===== config.mk =====
export PLATFORM = sky130hd
export DESIGN_NAME = segxl_top
export DESIGN_NICKNAME = d
export VERILOG_FILES = /design/src/rtl/segxl_pkg.sv /design/src/rtl/segxl_select.sv /design/src/rtl/segxl_policy.sv /design/src/rtl/segxl_phys.sv /design/src/rtl/segxl_top.sv
export SDC_FILE = /design/constraint.sdc
export NUM_CORES = 1
export LEC_CHECK = 0
export ABC_AREA = 1
export BUFFER_PORTS_ARGS = -buffer_cell sky130_fd_sc_hd__buf_2
export CAP_MARGIN = 20
export CORE_UTILIZATION = 36
export DETAILED_ROUTE_END_ITERATION = 16
export PLACE_DENSITY = 0.84
export SYNTH_ARGS = -nofsm -noshare
export SYNTH_HDL_FRONTEND = slang
export SYNTH_SLANG_ARGS = --single-unit

===== constraint.sdc =====
create_clock -name clk -period 1.8 [get_ports clk]
set_input_delay 0.36 -clock clk [delete_from_list [all_inputs] [get_ports clk]]
set_output_delay 0.36 -clock clk [all_outputs]
set_load 0.1 [all_outputs]

===== src/rtl/segxl_pkg.sv =====
package segxl_pkg;
    localparam int VA_W = 32;
    localparam int CTL_W = 16;

    typedef enum logic [1:0] {
        PRV_KERN = 2'd0,
        PRV_SUPV = 2'd1,
        PRV_USER = 2'd2,
        PRV_ERRL = 2'd3
    } prv_t;

    typedef enum logic [1:0] {
        XL_UNMAPPED = 2'd0,
        XL_MAPPED   = 2'd1,
        XL_ADDRERR  = 2'd2
    } xl_kind_t;

    typedef struct packed {
        logic [6:0] pa;
        logic [1:0] rsv_hi;
        logic [2:0] am;
        logic       eu;
        logic [2:0] rsv_lo;
    } segctl_t;

    typedef enum logic {
        ST_IDLE = 1'b0,
        ST_SHOW = 1'b1
    } st_t;
endpackage


===== src/rtl/segxl_select.sv =====
module segxl_select
    import segxl_pkg::*;
(
    input  logic [VA_W-1:0]    vaddr,
    input  logic [2*CTL_W-1:0] ctl0,
    input  logic [2*CTL_W-1:0] ctl1,
    input  logic [2*CTL_W-1:0] ctl2,
    output segctl_t            field,
    output logic [VA_W-1:0]    offmask
);
    localparam logic [VA_W-1:0] LOW_MASK  = 32'h3FFF_FFFF;
    localparam logic [VA_W-1:0] HIGH_MASK = 32'h1FFF_FFFF;

    always_comb begin
        unique case (vaddr[VA_W-1 -: 3])
            3'b000, 3'b001: begin
                field   = segctl_t'(ctl2[2*CTL_W-1:CTL_W]);
                offmask = LOW_MASK;
            end
            3'b010, 3'b011: begin
                field   = segctl_t'(ctl2[CTL_W-1:0]);
                offmask = LOW_MASK;
            end
            3'b100: begin
                field   = segctl_t'(ctl1[2*CTL_W-1:CTL_W]);
                offmask = HIGH_MASK;
            end
            3'b101: begin
                field   = segctl_t'(ctl1[CTL_W-1:0]);
                offmask = HIGH_MASK;
            end
            3'b110: begin
                field   = segctl_t'(ctl0[2*CTL_W-1:CTL_W]);
                offmask = HIGH_MASK;
            end
            default: begin
                field   = segctl_t'(ctl0[CTL_W-1:0]);
                offmask = HIGH_MASK;
            end
        endcase
    end
endmodule


===== src/rtl/segxl_policy.sv =====
module segxl_policy
    import segxl_pkg::*;
(
    input  prv_t       priv,
    input  logic [2:0] am,
    input  logic       eu,
    output xl_kind_t   kind
);
    logic err;
    logic map;

    always_comb begin
        err = 1'b0;
        map = 1'b0;
        unique case (priv)
            PRV_KERN, PRV_ERRL: begin
                map = (am == 3'd1) || (am == 3'd2) || (am == 3'd3);
            end
            PRV_SUPV: begin
                err = (am == 3'd0) || (am == 3'd1);
                map = (am == 3'd2) || (am == 3'd3) || (am == 3'd4);
            end
            default: begin
                err = (am == 3'd0) || (am == 3'd1) || (am == 3'd2) || (am == 3'd5);
                map = (am == 3'd3) || (am == 3'd4);
            end
        endcase
        if ((priv == PRV_ERRL) && eu) map = 1'b0;
        if (am == 3'd6) err = 1'b1;
        if (err)      kind = XL_ADDRERR;
        else if (map) kind = XL_MAPPED;
        else          kind = XL_UNMAPPED;
    end
endmodule


===== src/rtl/segxl_phys.sv =====
module segxl_phys
    import segxl_pkg::*;
#(
    parameter int PA_W = 36
) (
    input  logic [6:0]      pa_field,
    input  logic [VA_W-1:0] vaddr,
    input  logic [VA_W-1:0] offmask,
    output logic [PA_W-1:0] paddr
);
    localparam int BASE_LSB = PA_W - 7;
    localparam int EXT_W    = PA_W - VA_W;

    logic [PA_W-1:0] base;
    logic [PA_W-1:0] mask_ext;

    assign base     = {pa_field, {BASE_LSB{1'b0}}};
    assign mask_ext = {{EXT_W{1'b0}}, offmask};
    assign paddr    = (base & ~mask_ext) | {{EXT_W{1'b0}}, vaddr & offmask};
endmodule


===== src/rtl/segxl_top.sv =====
module segxl_top
    import segxl_pkg::*;
#(
    parameter int PA_W = 36
) (
    input  logic             clk,
    input  logic             rst_n,
    input  logic             in_valid,
    input  logic [31:0]      in_vaddr,
    input  logic [1:0]       in_priv,
    input  logic [31:0]      in_segctl0,
    input  logic [31:0]      in_segctl1,
    input  logic [31:0]      in_segctl2,
    output logic             out_valid,
    output logic [1:0]       out_kind,
    output logic [PA_W-1:0]  out_paddr,
    output logic [2:0]       out_perm
);
    localparam logic [2:0] PERM_RWX = 3'b111;

    segctl_t         field;
    logic [VA_W-1:0] offmask;
    xl_kind_t        kind_c;
    logic [PA_W-1:0] paddr_c;
    logic            unused_rsv;
    st_t             state_q;
    st_t             state_d;

    assign unused_rsv = ^{field.rsv_hi, field.rsv_lo};

    segxl_select u_select (
        .vaddr   (in_vaddr),
        .ctl0    (in_segctl0),
        .ctl1    (in_segctl1),
        .ctl2    (in_segctl2),
        .field   (field),
        .offmask (offmask)
    );

    segxl_policy u_policy (
        .priv (prv_t'(in_priv)),
        .am   (field.am),
        .eu   (field.eu),
        .kind (kind_c)
    );

    segxl_phys #(.PA_W(PA_W)) u_phys (
        .pa_field (field.pa),
        .vaddr    (in_vaddr),
        .offmask  (offmask),
        .paddr    (paddr_c)
    );

    always_comb begin
        unique case (state_q)
            ST_IDLE: state_d = in_valid ? ST_SHOW : ST_IDLE;
            ST_SHOW: state_d = in_valid ? ST_SHOW : ST_IDLE;
            default: state_d = ST_IDLE;
        endcase
    end

    always_ff @(posedge clk) begin
        if (!rst_n) state_q <= ST_IDLE;
        else        state_q <= state_d;
    end

    always_ff @(posedge clk) begin
        if (!rst_n) begin
            out_kind  <= XL_UNMAPPED;
            out_paddr <= '0;
            out_perm  <= '0;
        end else if (in_valid) begin
            out_kind <= kind_c;
            if (kind_c == XL_UNMAPPED) begin
                out_paddr <= paddr_c;
                out_perm  <= PERM_RWX;
            end else begin
                out_paddr <= '0;
                out_perm  <= '0;
            end
        end
    end

    assign out_valid = (state_q == ST_SHOW);
endmodule


; ---- Word level (Yosys, flattened, before mapping)
; Cells that the tools add are included.
[classes]
n_reduce_logical = 17
n_eq_ne = 14
bitwise_logic = 4
muxes = 11
[ops]
columns = cell, n
row1 = $pmux 16 s5, 1
row2 = $and 36x36->36, 1
row3 = $mux 36, 1
row4 = $not 30->36, 1
row5 = $or 36x32->36, 1
row6 = $and 32x30->32, 1
row7 = $mux 30, 1
row8 = $eq 3x3->1 const B, 6
row9 = $eq 3x2->1 const B, 4
row10 = $logic_or 1x1->1, 8
row11 = $eq 3x1->1 const B, 2
row12 = $logic_not 3->1, 2
row13 = $reduce_or 2->1, 3
row14 = $logic_not 2->1, 2
row15 = $mux 1, 4
row16 = $pmux 1 s2, 2
row17 = $reduce_or 4->1, 1
row18 = $mux 3, 1
row19 = $eq 2x1->1 const B, 1
row20 = $eq 2x2->1 const B, 1
row21 = $mux 2, 1
row22 = $logic_and 1x1->1, 1
[totals]
ff_bits = 42
wordCells = 50

; ---- Depth between registers and ports, before layout
[depth]
word_depth = 12
mapped_depth = 15

; ---- By module
; A second synthesis with hierarchy kept.
[hier_totals]
cells_unflattened = 520
area_unflattened_um2 = 3134.3
[by_module_without_submodules]
columns = mod, area_per_inst_um2, n_inst, cells_per_inst
row1 = segxl_top, 1547.7, 1, 180
row2 = segxl_select, 1144.8, 1, 240
row3 = segxl_phys, 292.8, 1, 74
row4 = segxl_policy, 148.9, 1, 26

; ---- Worst setup path before layout
; Ideal clock, no wire load.
[synth_timing]
path_kind = input to register
from = input in_vaddr[31]
to = register out_paddr[13]
t_arrival_ps = 1807
setup_ps = 70
slack_ps = -77
cell_stages = 13
cell_sequence = buf_4 > buf_6 > nand4_1 > nand2_1 > nor3_4 > nand2_1 > nand3_1 > nand3_2 > nor2_4 > buf_6 > buf_6 > nand3_2 > a21oi_2
[synth_between]
elab_chain_cells = 12
[synth_rtl]
columns = item, line
row1 = start: declaration, segxl_top.sv:9  ; input logic [31:0] in_vaddr,
row2 = "$eq 3x2->1, or another cell as far along", segxl_select.sv:15  ; unique case (vaddr[VA_W-1 -: 3])
row3 = $reduce_or 2->1, n/a
row4 = $pmux 16 s5 (*), segxl_select.sv:15
row5 = "$eq 3x2->1, or another cell as far along", "segxl_policy.sv:17, segxl_policy.sv:21, segxl_policy.sv:24"
row6 = $logic_or 1x1->1 (on tied branches), n/a
row7 = $logic_or 1x1->1 (on tied branches), "segxl_policy.sv:21, segxl_policy.sv:17, segxl_policy.sv:24"
row8 = $pmux 1 s2 or $logic_or 1x1->1 (tied branches), "segxl_policy.sv:15, segxl_policy.sv:24"
row9 = $mux 1 or $pmux 1 s2 (tied branches), "segxl_policy.sv:28, segxl_policy.sv:15"
row10 = $mux 1 (on tied branches), "segxl_policy.sv:31, segxl_policy.sv:29"
row11 = $mux 2 (*), segxl_policy.sv:30  ; if (err) kind = XL_ADDRERR;
row12 = $logic_not 2->1 (*), segxl_top.sv:74  ; if (kind_c == XL_UNMAPPED) begin
row13 = $mux 36 (*), segxl_top.sv:74
row14 = end signal: assignment, segxl_top.sv:75  ; out_paddr <= paddr_c;
row15 = end: declaration, segxl_top.sv:16  ; output logic [PA_W-1:0] out_paddr,
; Mark *: on every way between the ends. The rest lies on a longest branch, timed or not.
; A chain may end at the register's enable or synchronous reset.

; ---- Worst setup path in the final report
[layout_timing]
from = input in_vaddr[31]
to = register out_paddr[35]
[layout_between]
elab_chain_cells = 12
[layout_rtl]
columns = item, line
row1 = "$eq 3x2->1, or another cell as far along", segxl_select.sv:15
row2 = $reduce_or 2->1, n/a
row3 = $pmux 16 s5 (*), segxl_select.sv:15
row4 = "$eq 3x2->1, or another cell as far along", "segxl_policy.sv:17, segxl_policy.sv:21, segxl_policy.sv:24"
row5 = $logic_or 1x1->1 (on tied branches), n/a
row6 = $logic_or 1x1->1 (on tied branches), "segxl_policy.sv:21, segxl_policy.sv:17, segxl_policy.sv:24"
row7 = $pmux 1 s2 or $logic_or 1x1->1 (tied branches), "segxl_policy.sv:15, segxl_policy.sv:24"
row8 = $mux 1 or $pmux 1 s2 (tied branches), "segxl_policy.sv:28, segxl_policy.sv:15"
row9 = $mux 1 (on tied branches), "segxl_policy.sv:31, segxl_policy.sv:29"
row10 = $mux 2, segxl_policy.sv:30
row11 = $logic_not 2->1, segxl_top.sv:74
row12 = $mux 36 (*), segxl_top.sv:74
; Marked as above.

==> impl_metrics.tcl <==
set metrics [dict create \
    status "completed" \
    final_antenna_net_count 0 \
    reg2reg_depth 2 \
    placed_cell_area_mm2 0.00319 \
    final_nets 619 \
    grt_pass1_wl_um 10900 \
    nFillCells 565 \
    drc 0 \
    dp.final_hpwl_um 5280 \
    drive_gt1_share_pct 48.7 \
    synth_nets 455 \
    worst_pin_slew_ps 499 \
    end_kind "flip-flop" \
    rsz0062_at_grt "false" \
    boundaryPins 175 \
    endpoint "out_paddr[35]$_SDFFE_PN0P_" \
    post-route-util_pct 59.2 \
    drt_iter0_markers 95 \
    period_share_pct 95.5 \
    coreArea_mm2 0.00603 \
    numPlacedInstances 541 \
    n_antenna_cell 0 \
    path_class "in2reg" \
    dr.pass1.iters 5 \
    numCtsBuffers 5 \
    finalInstanceArea_mm2 0.00356 \
    grt_usage_pct 21.1 \
    ys_seq_elements 40 \
    final_cells 558 \
    path_clk_slew_ps 70 \
    die_h_um 81.5 \
    dieArea_mm2 0.00665 \
    wl_um 7490 \
    grt_max_degree 39 \
    syn_inst 319 \
    ys_warn_count 0 \
    maxCapViolations 0 \
    startpoint "in_vaddr[31]" \
    h-tree-depth 2 \
    leakage_nw 1.78 \
    slew_headroom_pct 66.7 \
    insertion_delay_ps 280 \
    fin_setup_tns_ps 0 \
    worstPathArrival_ps 1860 \
    hold_class "in2reg" \
    netlist_area_mm2 0.00228 \
    seq_area_frac_synth_pct 35.2 \
    clk_path_buf_depth 2 \
    grt_pass1_vias 2582 \
    synth.avg_cell_area_um2 7.14 \
    start_kind "primary input" \
    vias 2839 \
    cts.sinks 40 \
    rows 28 \
    grt-ovfl-total 0 \
    hold_viol 0 \
    r2r_start "out_perm[1]$_SDFFE_PN0P_" \
    cp.required_ps 1950 \
    portBuffers 142 \
    hold_depth 3 \
    start_util_pct 37.8 \
    area_delta_synth_final_pct 56.5 \
    antenna_found_initial 0 \
    avgViaCountPerCell 5.09 \
    r2r-end "out_perm[1]$_SDFFE_PN0P_" \
    finalMaxSlewViolations 0 \
    p_per_area_mw_per_mm2 799 \
    globalplace.congestion 0.866 \
    clock.fmax_ghz 0.582 \
    die_x_um 81.5 \
    root_buffer "clkbuf_8" \
    reg2reg_slack_ps 1160 \
    min_period_ps 1720 \
    hold_buffers 0 \
    post_drt_wl_per_cell_um 13.4 \
    synth_cell_types 27 \
    path_max_fanout 9 \
    cts_tree "built" \
    ir_drop_uv 659 \
    clock_skew_ps 0 \
    finalSetupViolations 0 \
]
==> placed cells by master, fill, tap and decap left out, drive strengths merged <==
| master | n |
|---|---|
| clkbuf | 11 |
| nor3 | 2 |
| a21oi | 41 |
| nand2 | 85 |
| a221oi | 5 |
| o21ai | 9 |
| o2111ai | 1 |
| o21bai | 1 |
| nor2 | 16 |
| ha | 3 |
| nand3b | 2 |
| dfxtp | 40 |
| clkinv | 2 |
| buf | 172 |
| o22ai | 1 |
| nand4 | 6 |
| nand3 | 60 |
| inv | 26 |
==> state kept, by name (all words and copies together) (netlist names) <==
signal     flops
out_kind       2
out_paddr     36
out_perm       1
out_valid      1
==> layout make-up <==
class | count | area [um2] | area share [%]
well taps | 75 | 93.8 | 2.63
repair buffers | 177 | 1150 | 32.3
multi-input cells | 232 | 1340 | 37.5
clock inverters | 1 | 5.00 | 0.140
inverters | 27 | 104 | 2.91
clock buffers | 6 | 72.6 | 2.04
flip-flops and latches | 40 | 801 | 22.5
==> metrics by stage <==
stage	total power, W	worst slack [ps]	hold slack (ps)
2_1_floorplan	0.00183	-16.8	453
3_3_place_gp	0.00210	-204	448
3_5_place_dp	0.00212	-263	453
4_1_cts	0.00267	28.2	286
5_1_grt	0.00299	4.33	285
6_report	0.00285	81.4	292
==> cells by family after synthesis <==
family,share of synthesized area [%]
buffers and inverters,10.5
AO/OA/AOI/OAI,15.5
adder cells (fa/ha/maj),1.65
flip-flops,35.2
AND/OR/NAND/NOR,37.1
==> Yosys cell counts <==
| master | n | area, um2 |
|---|---|---|
| nor2_4 | 3 | 33.8 |
| inv_1 | 23 | 86.3 |
| o22ai_1 | 1 | 6.26 |
| nor3_1 | 1 | 5.00 |
| nand3_2 | 13 | 130 |
| a21oi_2 | 10 | 87.6 |
| nand4_1 | 6 | 37.5 |
| o21ai_0 | 9 | 45.0 |
| nor2_2 | 1 | 6.26 |
| clkinv_1 | 1 | 3.75 |
| buf_2 | 2 | 10.0 |
| o2111ai_1 | 1 | 8.76 |
| ha_1 | 3 | 37.5 |
| a221oi_1 | 5 | 43.8 |
| inv_2 | 3 | 11.3 |
| nand2_1 | 84 | 315 |
| dfxtp_1 | 40 | 801 |
| buf_6 | 6 | 67.6 |
| a21oi_1 | 31 | 155 |
| nand2_2 | 1 | 6.26 |
| nor2_1 | 12 | 45.0 |
| nand3b_1 | 2 | 15.0 |
| o21bai_1 | 1 | 7.51 |
| nand3_1 | 47 | 235 |
| buf_4 | 4 | 30.0 |
| clkbuf_1 | 8 | 30.0 |
| nor3_4 | 1 | 16.3 |
==> power breakdown <==
| part | leakage, nW | internal, W | switching [W] |
|---|---|---|---|
| Combinational | 1.41 | 0.000442 | 0.000877 |
| Sequential | 0.326 | 0.000945 | 0.0000296 |
| Clock | 0.0410 | 0.000264 | 0.000290 |
==> worst min-delay path by stage <==
stage / start / end
after floorplan: in_valid / out_valid$_SDFF_PN0_
after global placement: out_paddr[4]$_SDFFE_PN0P_ / out_paddr[4]$_SDFFE_PN0P_
after detailed placement: out_paddr[5]$_SDFFE_PN0P_ / out_paddr[5]$_SDFFE_PN0P_
after CTS: in_valid / out_valid$_SDFF_PN0_
after global routing: in_valid / out_valid$_SDFF_PN0_
final: in_valid / out_valid$_SDFF_PN0_
==> worst max-delay path: stages <==
cell and delay, ps:
buf_8 130, buf_6 120, nand4_1 90, nand2_2 90, nor3_4 230, buf_6 140, nand3_1 100, nand3_2 130
nand2_4 130, clkbuf_16 200, nand3_1 80, a21oi_1 60
==> metal layers <==
layer / track usage, % / wire length (um)
met3: 4.33 / 392
met2: 39.7 / 3840
met4: 7.50 / 109
met5: 0 / 0
met1: 23.2 / 3140
==> what timing repair did <==
item	4_1_cts	5_1_grt
setup buffers	0	4
endpoints found under the setup margin	0	38
resized for setup	0	33
Note: power is estimated with default switching activity, not from simulation.
